`src/rtl/rgc_pkg.sv`:
```
package rgc_pkg;
  typedef enum logic [2:0] {
    BS_IDLE = 3'd0,
    BS_T1   = 3'd1,
    BS_T2   = 3'd2,
    BS_T3   = 3'd3,
    BS_T4   = 3'd4,
    BS_TW   = 3'd5
  } bus_phase_t;

  typedef enum logic [1:0] {
    XS_OWN   = 2'd0,
    XS_FLOAT = 2'd1,
    XS_GAP   = 2'd2
  } xfer_state_t;
endpackage

```
`src/rtl/rgc_line_mon.sv`:
```
module rgc_line_mon
  import rgc_pkg::*;
#(
  parameter int NCH = 2
) (
  input  logic           clk,
  input  logic           rst,
  input  bus_phase_t     phase,
  input  logic [NCH-1:0] line_low,
  input  logic [NCH-1:0] capture_en,
  input  logic [NCH-1:0] grant_onehot,
  output logic [NCH-1:0] pending,
  output logic [NCH-1:0] late
);
  for (genvar gi = 0; gi < NCH; gi++) begin : g_ch
    always_ff @(posedge clk) begin
      if (rst) begin
        pending[gi] <= 1'b0;
        late[gi]    <= 1'b0;
      end else if (grant_onehot[gi]) begin
        pending[gi] <= 1'b0;
        late[gi]    <= 1'b0;
      end else if (capture_en[gi] && line_low[gi] && !pending[gi]) begin
        pending[gi] <= 1'b1;
        late[gi]    <= (phase == BS_T3) || (phase == BS_TW);
      end else if (phase == BS_T4) begin
        late[gi]    <= 1'b0;
      end
    end

    AST_LATE_BLOCKS: assert property (@(posedge clk) disable iff (rst)
      (late[gi] && phase == BS_T4) |-> !grant_onehot[gi]);
  end
endmodule

```
`src/rtl/rgc_arbiter.sv`:
```
module rgc_arbiter
  import rgc_pkg::*;
#(
  parameter int NCH   = 2,
  parameter int IDX_W = 1
) (
  input  bus_phase_t       phase,
  input  logic [NCH-1:0]   pending,
  input  logic [NCH-1:0]   late,
  input  logic             word_low,
  input  logic             inta_first,
  input  logic             lock_active,
  input  logic             arb_en,
  output logic [NCH-1:0]   grant_onehot,
  output logic [IDX_W-1:0] grant_idx
);
  logic cycle_ok;
  logic go;

  always_comb begin
    grant_idx = '0;
    for (int i = NCH - 1; i >= 0; i--) begin
      if (pending[i]) grant_idx = IDX_W'(i);
    end
  end

  always_comb begin
    cycle_ok = 1'b0;
    if (!lock_active) begin
      if (phase == BS_IDLE) cycle_ok = 1'b1;
      else if (phase == BS_T4) cycle_ok = !word_low && !inta_first && !late[grant_idx];
    end
    go           = arb_en && (|pending) && cycle_ok;
    grant_onehot = go ? (NCH'(1) << grant_idx) : '0;
  end
endmodule

```
`src/rtl/rgc_xfer_fsm.sv`:
```
module rgc_xfer_fsm
  import rgc_pkg::*;
#(
  parameter int NCH   = 2,
  parameter int IDX_W = 1
) (
  input  logic             clk,
  input  logic             rst,
  input  logic [NCH-1:0]   line_low,
  input  logic [NCH-1:0]   grant_onehot,
  input  logic [IDX_W-1:0] grant_idx,
  output logic             arb_en,
  output logic             bus_float,
  output logic [NCH-1:0]   capture_en
);
  xfer_state_t      state;
  logic [IDX_W-1:0] owner;

  always_ff @(posedge clk) begin
    if (rst) begin
      state <= XS_OWN;
      owner <= '0;
    end else begin
      case (state)
        XS_OWN: if (|grant_onehot) begin
          state <= XS_FLOAT;
          owner <= grant_idx;
        end
        XS_FLOAT: if (line_low[owner]) state <= XS_GAP;
        XS_GAP: state <= XS_OWN;
        default: state <= XS_OWN;
      endcase
    end
  end

  assign arb_en    = (state == XS_OWN);
  assign bus_float = (state == XS_FLOAT);

  for (genvar gi = 0; gi < NCH; gi++) begin : g_cap
    assign capture_en[gi] = !((state == XS_FLOAT) && (owner == IDX_W'(gi)));
  end

  AST_RELEASE_RETURNS: assert property (@(posedge clk) disable iff (rst)
    (bus_float && line_low[owner]) |=> !bus_float);
endmodule

```
`src/rtl/bus_handoff_ctrl.sv`:
```
module bus_handoff_ctrl
  import rgc_pkg::*;
#(
  parameter int NCH = 2
) (
  input  logic           clk,
  input  logic           rst,
  input  logic [2:0]     bus_phase,
  input  logic           word_low,
  input  logic           inta_first,
  input  logic           lock_active,
  input  logic [NCH-1:0] rqgt_in,
  output logic [NCH-1:0] rqgt_drive_low,
  output logic           bus_float,
  output logic           hold_cycles
);
  localparam int IDX_W = (NCH > 1) ? $clog2(NCH) : 1;

  bus_phase_t       phase;
  logic [NCH-1:0]   line_low;
  logic [NCH-1:0]   capture_en;
  logic [NCH-1:0]   pending;
  logic [NCH-1:0]   late;
  logic [NCH-1:0]   grant_onehot;
  logic [IDX_W-1:0] grant_idx;
  logic             arb_en;

  assign phase    = bus_phase_t'(bus_phase);
  assign line_low = ~rqgt_in;

  rgc_line_mon #(.NCH(NCH)) u_mon (
    .clk(clk), .rst(rst), .phase(phase), .line_low(line_low),
    .capture_en(capture_en), .grant_onehot(grant_onehot),
    .pending(pending), .late(late)
  );

  rgc_arbiter #(.NCH(NCH), .IDX_W(IDX_W)) u_arb (
    .phase(phase), .pending(pending), .late(late), .word_low(word_low),
    .inta_first(inta_first), .lock_active(lock_active), .arb_en(arb_en),
    .grant_onehot(grant_onehot), .grant_idx(grant_idx)
  );

  rgc_xfer_fsm #(.NCH(NCH), .IDX_W(IDX_W)) u_fsm (
    .clk(clk), .rst(rst), .line_low(line_low), .grant_onehot(grant_onehot),
    .grant_idx(grant_idx), .arb_en(arb_en), .bus_float(bus_float),
    .capture_en(capture_en)
  );

  assign rqgt_drive_low = grant_onehot;
  assign hold_cycles    = (|grant_onehot) || bus_float;

  AST_DRIVE_ONEHOT: assert property (@(posedge clk) disable iff (rst)
    $onehot0(rqgt_drive_low));
  AST_DRIVE_WINDOW: assert property (@(posedge clk) disable iff (rst)
    (|rqgt_drive_low) |-> ((phase == BS_IDLE || phase == BS_T4) && !lock_active));
  AST_FLOAT_FOLLOWS: assert property (@(posedge clk) disable iff (rst)
    (|rqgt_drive_low) |=> bus_float);
  AST_NO_DRIVE_FLOAT: assert property (@(posedge clk) disable iff (rst)
    bus_float |-> (rqgt_drive_low == '0));
  AST_IDLE_GAP: assert property (@(posedge clk) disable iff (rst)
    $fell(bus_float) |-> (rqgt_drive_low == '0));
  AST_SINGLE_PULSE: assert property (@(posedge clk) disable iff (rst)
    (|rqgt_drive_low) |=> (rqgt_drive_low == '0));
endmodule

```
`config.mk`:
```
export PLATFORM = sky130hd
export DESIGN_NAME = bus_handoff_ctrl
export DESIGN_NICKNAME = d
export VERILOG_FILES = /design/src/rtl/rgc_pkg.sv /design/src/rtl/rgc_line_mon.sv /design/src/rtl/rgc_arbiter.sv /design/src/rtl/rgc_xfer_fsm.sv /design/src/rtl/bus_handoff_ctrl.sv
export SDC_FILE = /design/constraint.sdc
export NUM_CORES = 1
export LEC_CHECK = 0
export ABC_CLOCK_PERIOD_IN_PS = 2000
export CAP_MARGIN = 20
export CORE_AREA = 3 3 40 42
export DETAILED_ROUTE_END_ITERATION = 12
export DIE_AREA = 0 0 43 45
export SYNTH_ARGS = -nofsm -noshare
export SYNTH_HDL_FRONTEND = slang
export SYNTH_SLANG_ARGS = --single-unit
```
`constraint.sdc`:
```
create_clock -name clk -period 2 [get_ports clk]
set_clock_uncertainty 0.2 [all_clocks]
set_input_delay 0.4 -clock clk [delete_from_list [all_inputs] [get_ports clk]]
set_output_delay 0.4 -clock clk [all_outputs]
set_load 0.02 [all_outputs]
```
==> results.cfg, run 1 <==
[status]
status = finished with violations
violations = negative setup slack

[final_layout]
nFillCells = 116
nets = 94
fin_cells = 98
multi_input_area_um2 = 297
post-route-util_pct = 58.8
diodes = 0
seq_area_um2 = 143
drive_above_1_share_pct = 53.0
area_delta_synth_final_pct = 78.7

[yosys]
synth_ff_type = dfxtp_1
synth_edf_count = 0
ys_ff_latch = 7
synthTopCellsByArea = dfxtp_1 33%, o21a_1 7.1%, mux2i_1 4.7%
syn_nets = 57
avgSynthCellArea_um2 = 9.00
synthCells = 47
yosysTopAreaCell = dfxtp_1
synth_area_um2 = 423
yosys_warnings = 0
ys_seq_area_share_pct = 33.1
ys_async_sr_fraction_pct = 0
synth_top_area_share_pct = 33.1
synth_cell_types = 25

[clocking]
root_buffer = clkbuf_4
cts.sinks = 7
htreeDepth = 1
cts.clk_slew.worst_paths_ns = 0.05
clock_latency_ns = 0.25
cts_buffer_depth = 2
cts_hold_buffers = 0
cts_buffers = 3
cts_tree = done

[critical_path]
required_ns = 1.40
startpoint_type = register
crit_type = register to output pin
worst_setup_path_end_kind = output pin
r2r_cells = 10
critPathMaxFanout = 3
arrival_ns = 1.48

[floorplan]
boundaryPins = 14
dieArea_um2 = 1940
die_h_um = 45
start_util_pct = 32.9
row_count = 13
core_um2 = 1280
dieWidth_um = 43

[timing]
finalSetupViolCount = 3
drv_slew = 0
hold_violations = 0
worst_pin_slew_ns = 0.353
layout_min_cycle_time_ns = 2.08
rsz0062_at_grt = yes
finalCritPeriodShare_pct = 104
max_freq_mhz = 481
tns_ns = -0.190
slew_headroom_pct = 75.9
fin_ws_ns = -0.0797

[drt]
via_per_inst = 5.15
wl_per_cell_um = 12.8
via_count = 505
drc = 0
drtPass1Iterations = 5
ant_nets = 0
finalWirelength_um = 1260
drtIter0Drc = 7

[power_and_ir_drop]
leakagePower_nw = 0.360
ir_drop_mv = 0.364
totalPowerFinal_uw = 386
p_per_area_nw_per_um2 = 511

[job]
cap_violations = 0

[grt]
grt_max_degree = 8
grtUsageTotal_pct = 14.5
grt_pass1_wl_um = 2050
antenna_found_initial = 0
overflow = 0
grt_pass1_vias = 498

[placement]
place_ws_ns = -0.925
gp_congestion = 0.831
io_buffer_count = 13
dp_hpwl_um = 859
placed_cells = 84

[hold_path]
hold_depth = 2
hp-class = register to register
-- final timing paths --
check,start,to,slack [ns]
max reg2reg,u_mon.pending[0],u_fsm.state[0],-0.05
min,u_mon.late[1],u_mon.late[1],0.34
min reg2reg,u_mon.late[1],u_mon.late[1],0.34
max,u_mon.pending[0],rqgt_drive_low[1],-0.08
-- state kept, by name, summed over array words and instances (netlist names) --
name	cells
u_mon.late	2
u_fsm.state	2
u_mon.pending	2
u_fsm.owner	1
-- final cells by class --
type	instances	share of cell area [%]
repair buffers	32	33.9
inverters	4	1.99
flip-flops and latches	7	18.9
multi-input cells	36	39.2
clock buffers	4	3.48
well taps	15	2.48
-- kinds of logic after synthesis --
group | Yosys count | share of synthesized area [%]
AOI/OAI and AO/OA | 18 | 33.7
buffers and inverters | 4 | 3.55
DFF | 7 | 33.1
muxes | 3 | 7.40
and+or+nand+nor | 15 | 22.2
-- layout by cell type (no fill, tap or decap), types with 2 or more instances in the layout --
master	instances
nor3_1	2
buf_4	20
o21ai_0	2
clkbuf_2	2
dfxtp_1	5
o21a_1	4
o211a_1	2
nor2_1	2
nand2_1	2
dlygate4sd2_1	3
buf_6	2
clkdlybuf4s50_1	3
clkbuf_4	3
nor2_2	2
nand2b_4	2
a21oi_2	2
mux2i_1	2
dfxtp_2	2
inv_2	2
inv_1	2
-- metal layers --
metal  up-vias  track usage (%)  wire, um
li1        253                -         -
met1       232             16.2       564
met2        14             22.8       589
met3         6             2.39        65
met4         0             15.1        36
met5         -                0         0
-- critical path, cell delays in order, from the launching register on --
cell	delay [ns]
dfxtp_2	0.33
and4b_1	0.21
a311oi_2	0.29
nand3_1	0.19
inv_2	0.10
buf_6	0.11
-- synthesized netlist by cell type, drive strengths merged, types with 2 or more instances --
master and count:
dfxtp 7, inv 4, nor2 4, o21a 4
a21oi 3, nand2 3, nor3 3, a2111oi 2
mux2i 2, nand2b 2, o211a 2, o21ai 2
-- power breakdown --
group          internal (mW)  switching, mW  total (mW)  leakage (nW)
clock network         0.0758         0.0473       0.123        0.0150
registers              0.148        0.00581       0.154        0.0577
logic                 0.0599         0.0497       0.110         0.287
-- stage by stage --
stage	area (um2)	hold WS, ns
after floorplan	423	0.269
after global placement	639	0.351
after detailed placement	639	0.343
after CTS	734	0.346
after global routing	756	0.387
final	756	0.344
-- timing repair --
item                       in CTS  in global routing
buffers inserted                8                  2
pin swaps                       8                  7
gates resized for setup        32                  8
setup endpoints to repair       4                  4
No activity file was read; power rests on OpenSTA's default activity.
==> inputs of run 2 (changes only) <==
Settings changed: GPL_TIMING_DRIVEN from default to 0.
==> run 2 against run 1 <==
Effect of this change: the run still ends with negative setup slack left; flip-flop and latch count stayed put; first-iteration DRC count is 43% lower; worst hold slack worse by 0.0078 ns; clock-buffer cell count stayed put; cell count is 13% lower; worst setup slack better by 0.014 ns; critical path type is now primary input to output pin.
==> results.cfg, run 2 (synthesized netlist as in run 1, its figures left out) <==
[status]
status = finished with violations
violations = negative setup slack

[floorplan]
row_count = 13
boundaryPins = 14
dieArea_um2 = 1940
core_um2 = 1280
dieWidth_um = 43
start_util_pct = 32.9
die_h_um = 45

[final_layout]
drive_above_1_share_pct = 40.0
post-route-util_pct = 53.6
diodes = 0
fin_cells = 85
area_delta_synth_final_pct = 62.7
nets = 81
nFillCells = 120
layout_common_cells = 6 x buf_4, 5 x dfxtp_1, 4 x o21a_1
final_common_cell = buf_4
largestRegisters = u_fsm.state x2, u_mon.late x2, u_mon.pending x2

[timing]
finalSetupViolCount = 3
holdWs_ns = 0.336
tns_ns = -0.123
finalCritPeriodShare_pct = 103
drv_slew = 0
fin_ws_ns = -0.0653
layout_min_cycle_time_ns = 2.07
worst_pin_slew_ns = 0.420
slew_headroom_pct = 71.3
max_freq_mhz = 484
rsz0062_at_grt = yes
hold_violations = 0

[power_and_ir_drop]
ir_drop_mv = 0.327
switching_share_pct = 27.3
p_int_uw = 275
pwr-share-comb_pct = 26.0
leakagePower_nw = 0.311
p_sw_uw = 103
clockPowerShare_pct = 33.1
p_per_area_nw_per_um2 = 550
seqPwrFrac_pct = 40.9

[clocking]
root_buffer = clkbuf_4
cts_tree = done
cts_buffer_depth = 2
clock_latency_ns = 0.25
htreeDepth = 1
cts_buffers = 3
cts.clk_slew.worst_paths_ns = 0.05
cts.sinks = 7

[critical_path]
arrival_ns = 1.47
required_ns = 1.40
startpoint_type = primary input
critPathMaxFanout = 3
crit_type = primary input to output pin
worst_setup_path_end_kind = output pin

[grt]
grt_pass1_wl_um = 1770
grt_max_degree = 8
grtUsageTotal_pct = 12.7
grt_pass1_vias = 423
overflow = 0
antenna_found_initial = 0

[drt]
via_per_inst = 5.21
finalWirelength_um = 1110
drtIter0Drc = 4
drc = 0
drtPass1Iterations = 4
via_count = 443
ant_nets = 0
wl_per_cell_um = 13.1

[placement]
gp_congestion = 0.774
placed_cells = 75
io_buffer_count = 13
place_ws_ns = -0.962

[hold_path]
hp-class = register to register

[job]
cap_violations = 0
-- run 2: changes by cell type in the layout (fill, tap and decap cells not counted), sizes merged --
cell           previous run  this run
buf                      23        10
dlymetal6s2s              1         2
dlygate4sd2               3         2
clkdlybuf4s15             0         2
clkbuf                    6         4
-- run 2: final timing paths --
| kind | startpoint | to | slack, ns | cells past startpoint |
|---|---|---|---|---|
| max | inta_first | rqgt_drive_low[0] | -0.07 | 6 |
| min | u_fsm.state[0] | u_fsm.state[1] | 0.34 | 2 |
| max reg2reg | u_mon.pending[0] | u_fsm.owner | 0.39 | 5 |
| min reg2reg | u_fsm.state[0] | u_fsm.state[1] | 0.34 | 2 |
-- run 2: power by group through the flow --
| stage | clock network, mW | registers, mW | logic [mW] |
|---|---|---|---|
| detailed placement | 0 | 0.159 | 0.0745 |
| floorplan | 0 | 0.156 | 0.0412 |
| global placement | 0 | 0.159 | 0.0747 |
| global route | 0.139 | 0.155 | 0.107 |
| CTS | 0.131 | 0.154 | 0.0882 |
| finish | 0.125 | 0.155 | 0.0985 |
-- run 2: worst max-delay path, cell delays in order --
cell	delay [ns]
clkdlybuf4s15_1	0.16
o21a_1	0.21
a311oi_4	0.31
nand2_2	0.12
a21oi_2	0.13
buf_6	0.13
-- run 2: layout make-up --
type / count / area, um2 / area share [%]
sequential: 7 / 148 / 21.5
multi-input combinational: 36 / 304 / 44.2
tap: 15 / 18.8 / 2.73
timing repair buffer: 19 / 176 / 25.6
clock buffer: 4 / 26.3 / 3.82
inverter: 4 / 15.0 / 2.18
-- run 2: metal layers --
| layer | up-vias | global-route usage (%) | part of all wire (%) |
|---|---|---|---|
| met5 | - | 0 | 0 |
| met4 | 0 | 9.04 | 0 |
| met3 | 0 | 2.79 | 4.1 |
| met2 | 10 | 20.7 | 49 |
| met1 | 203 | 14.7 | 47 |
| li1 | 230 | - | - |
-- run 2: what timing repair did --
| item | CTS | global route |
|---|---|---|
| endpoints found under the setup margin | 3 | 3 |
| endpoints found under the hold margin | 0 | 0 |
| hold buffers | 0 | 0 |
| pin swaps | 7 | 7 |
| resized for setup | 34 | 7 |
| buffers inserted | 4 | 2 |
| gates cloned | 0 | 0 |
-- run 2: through the flow --
step	total power, mW	area [um2]
after detailed placement	0.233	572
after floorplan	0.198	423
after global routing	0.401	688
after global placement	0.234	572
after CTS	0.373	648
final	0.378	688
==> inputs of run 3 (changes only) <==
Settings changed: PLACE_DENSITY from default to 0.6.
==> results of run 3 <==
The final DEF is identical to that of run 2; final timing and power are the same.
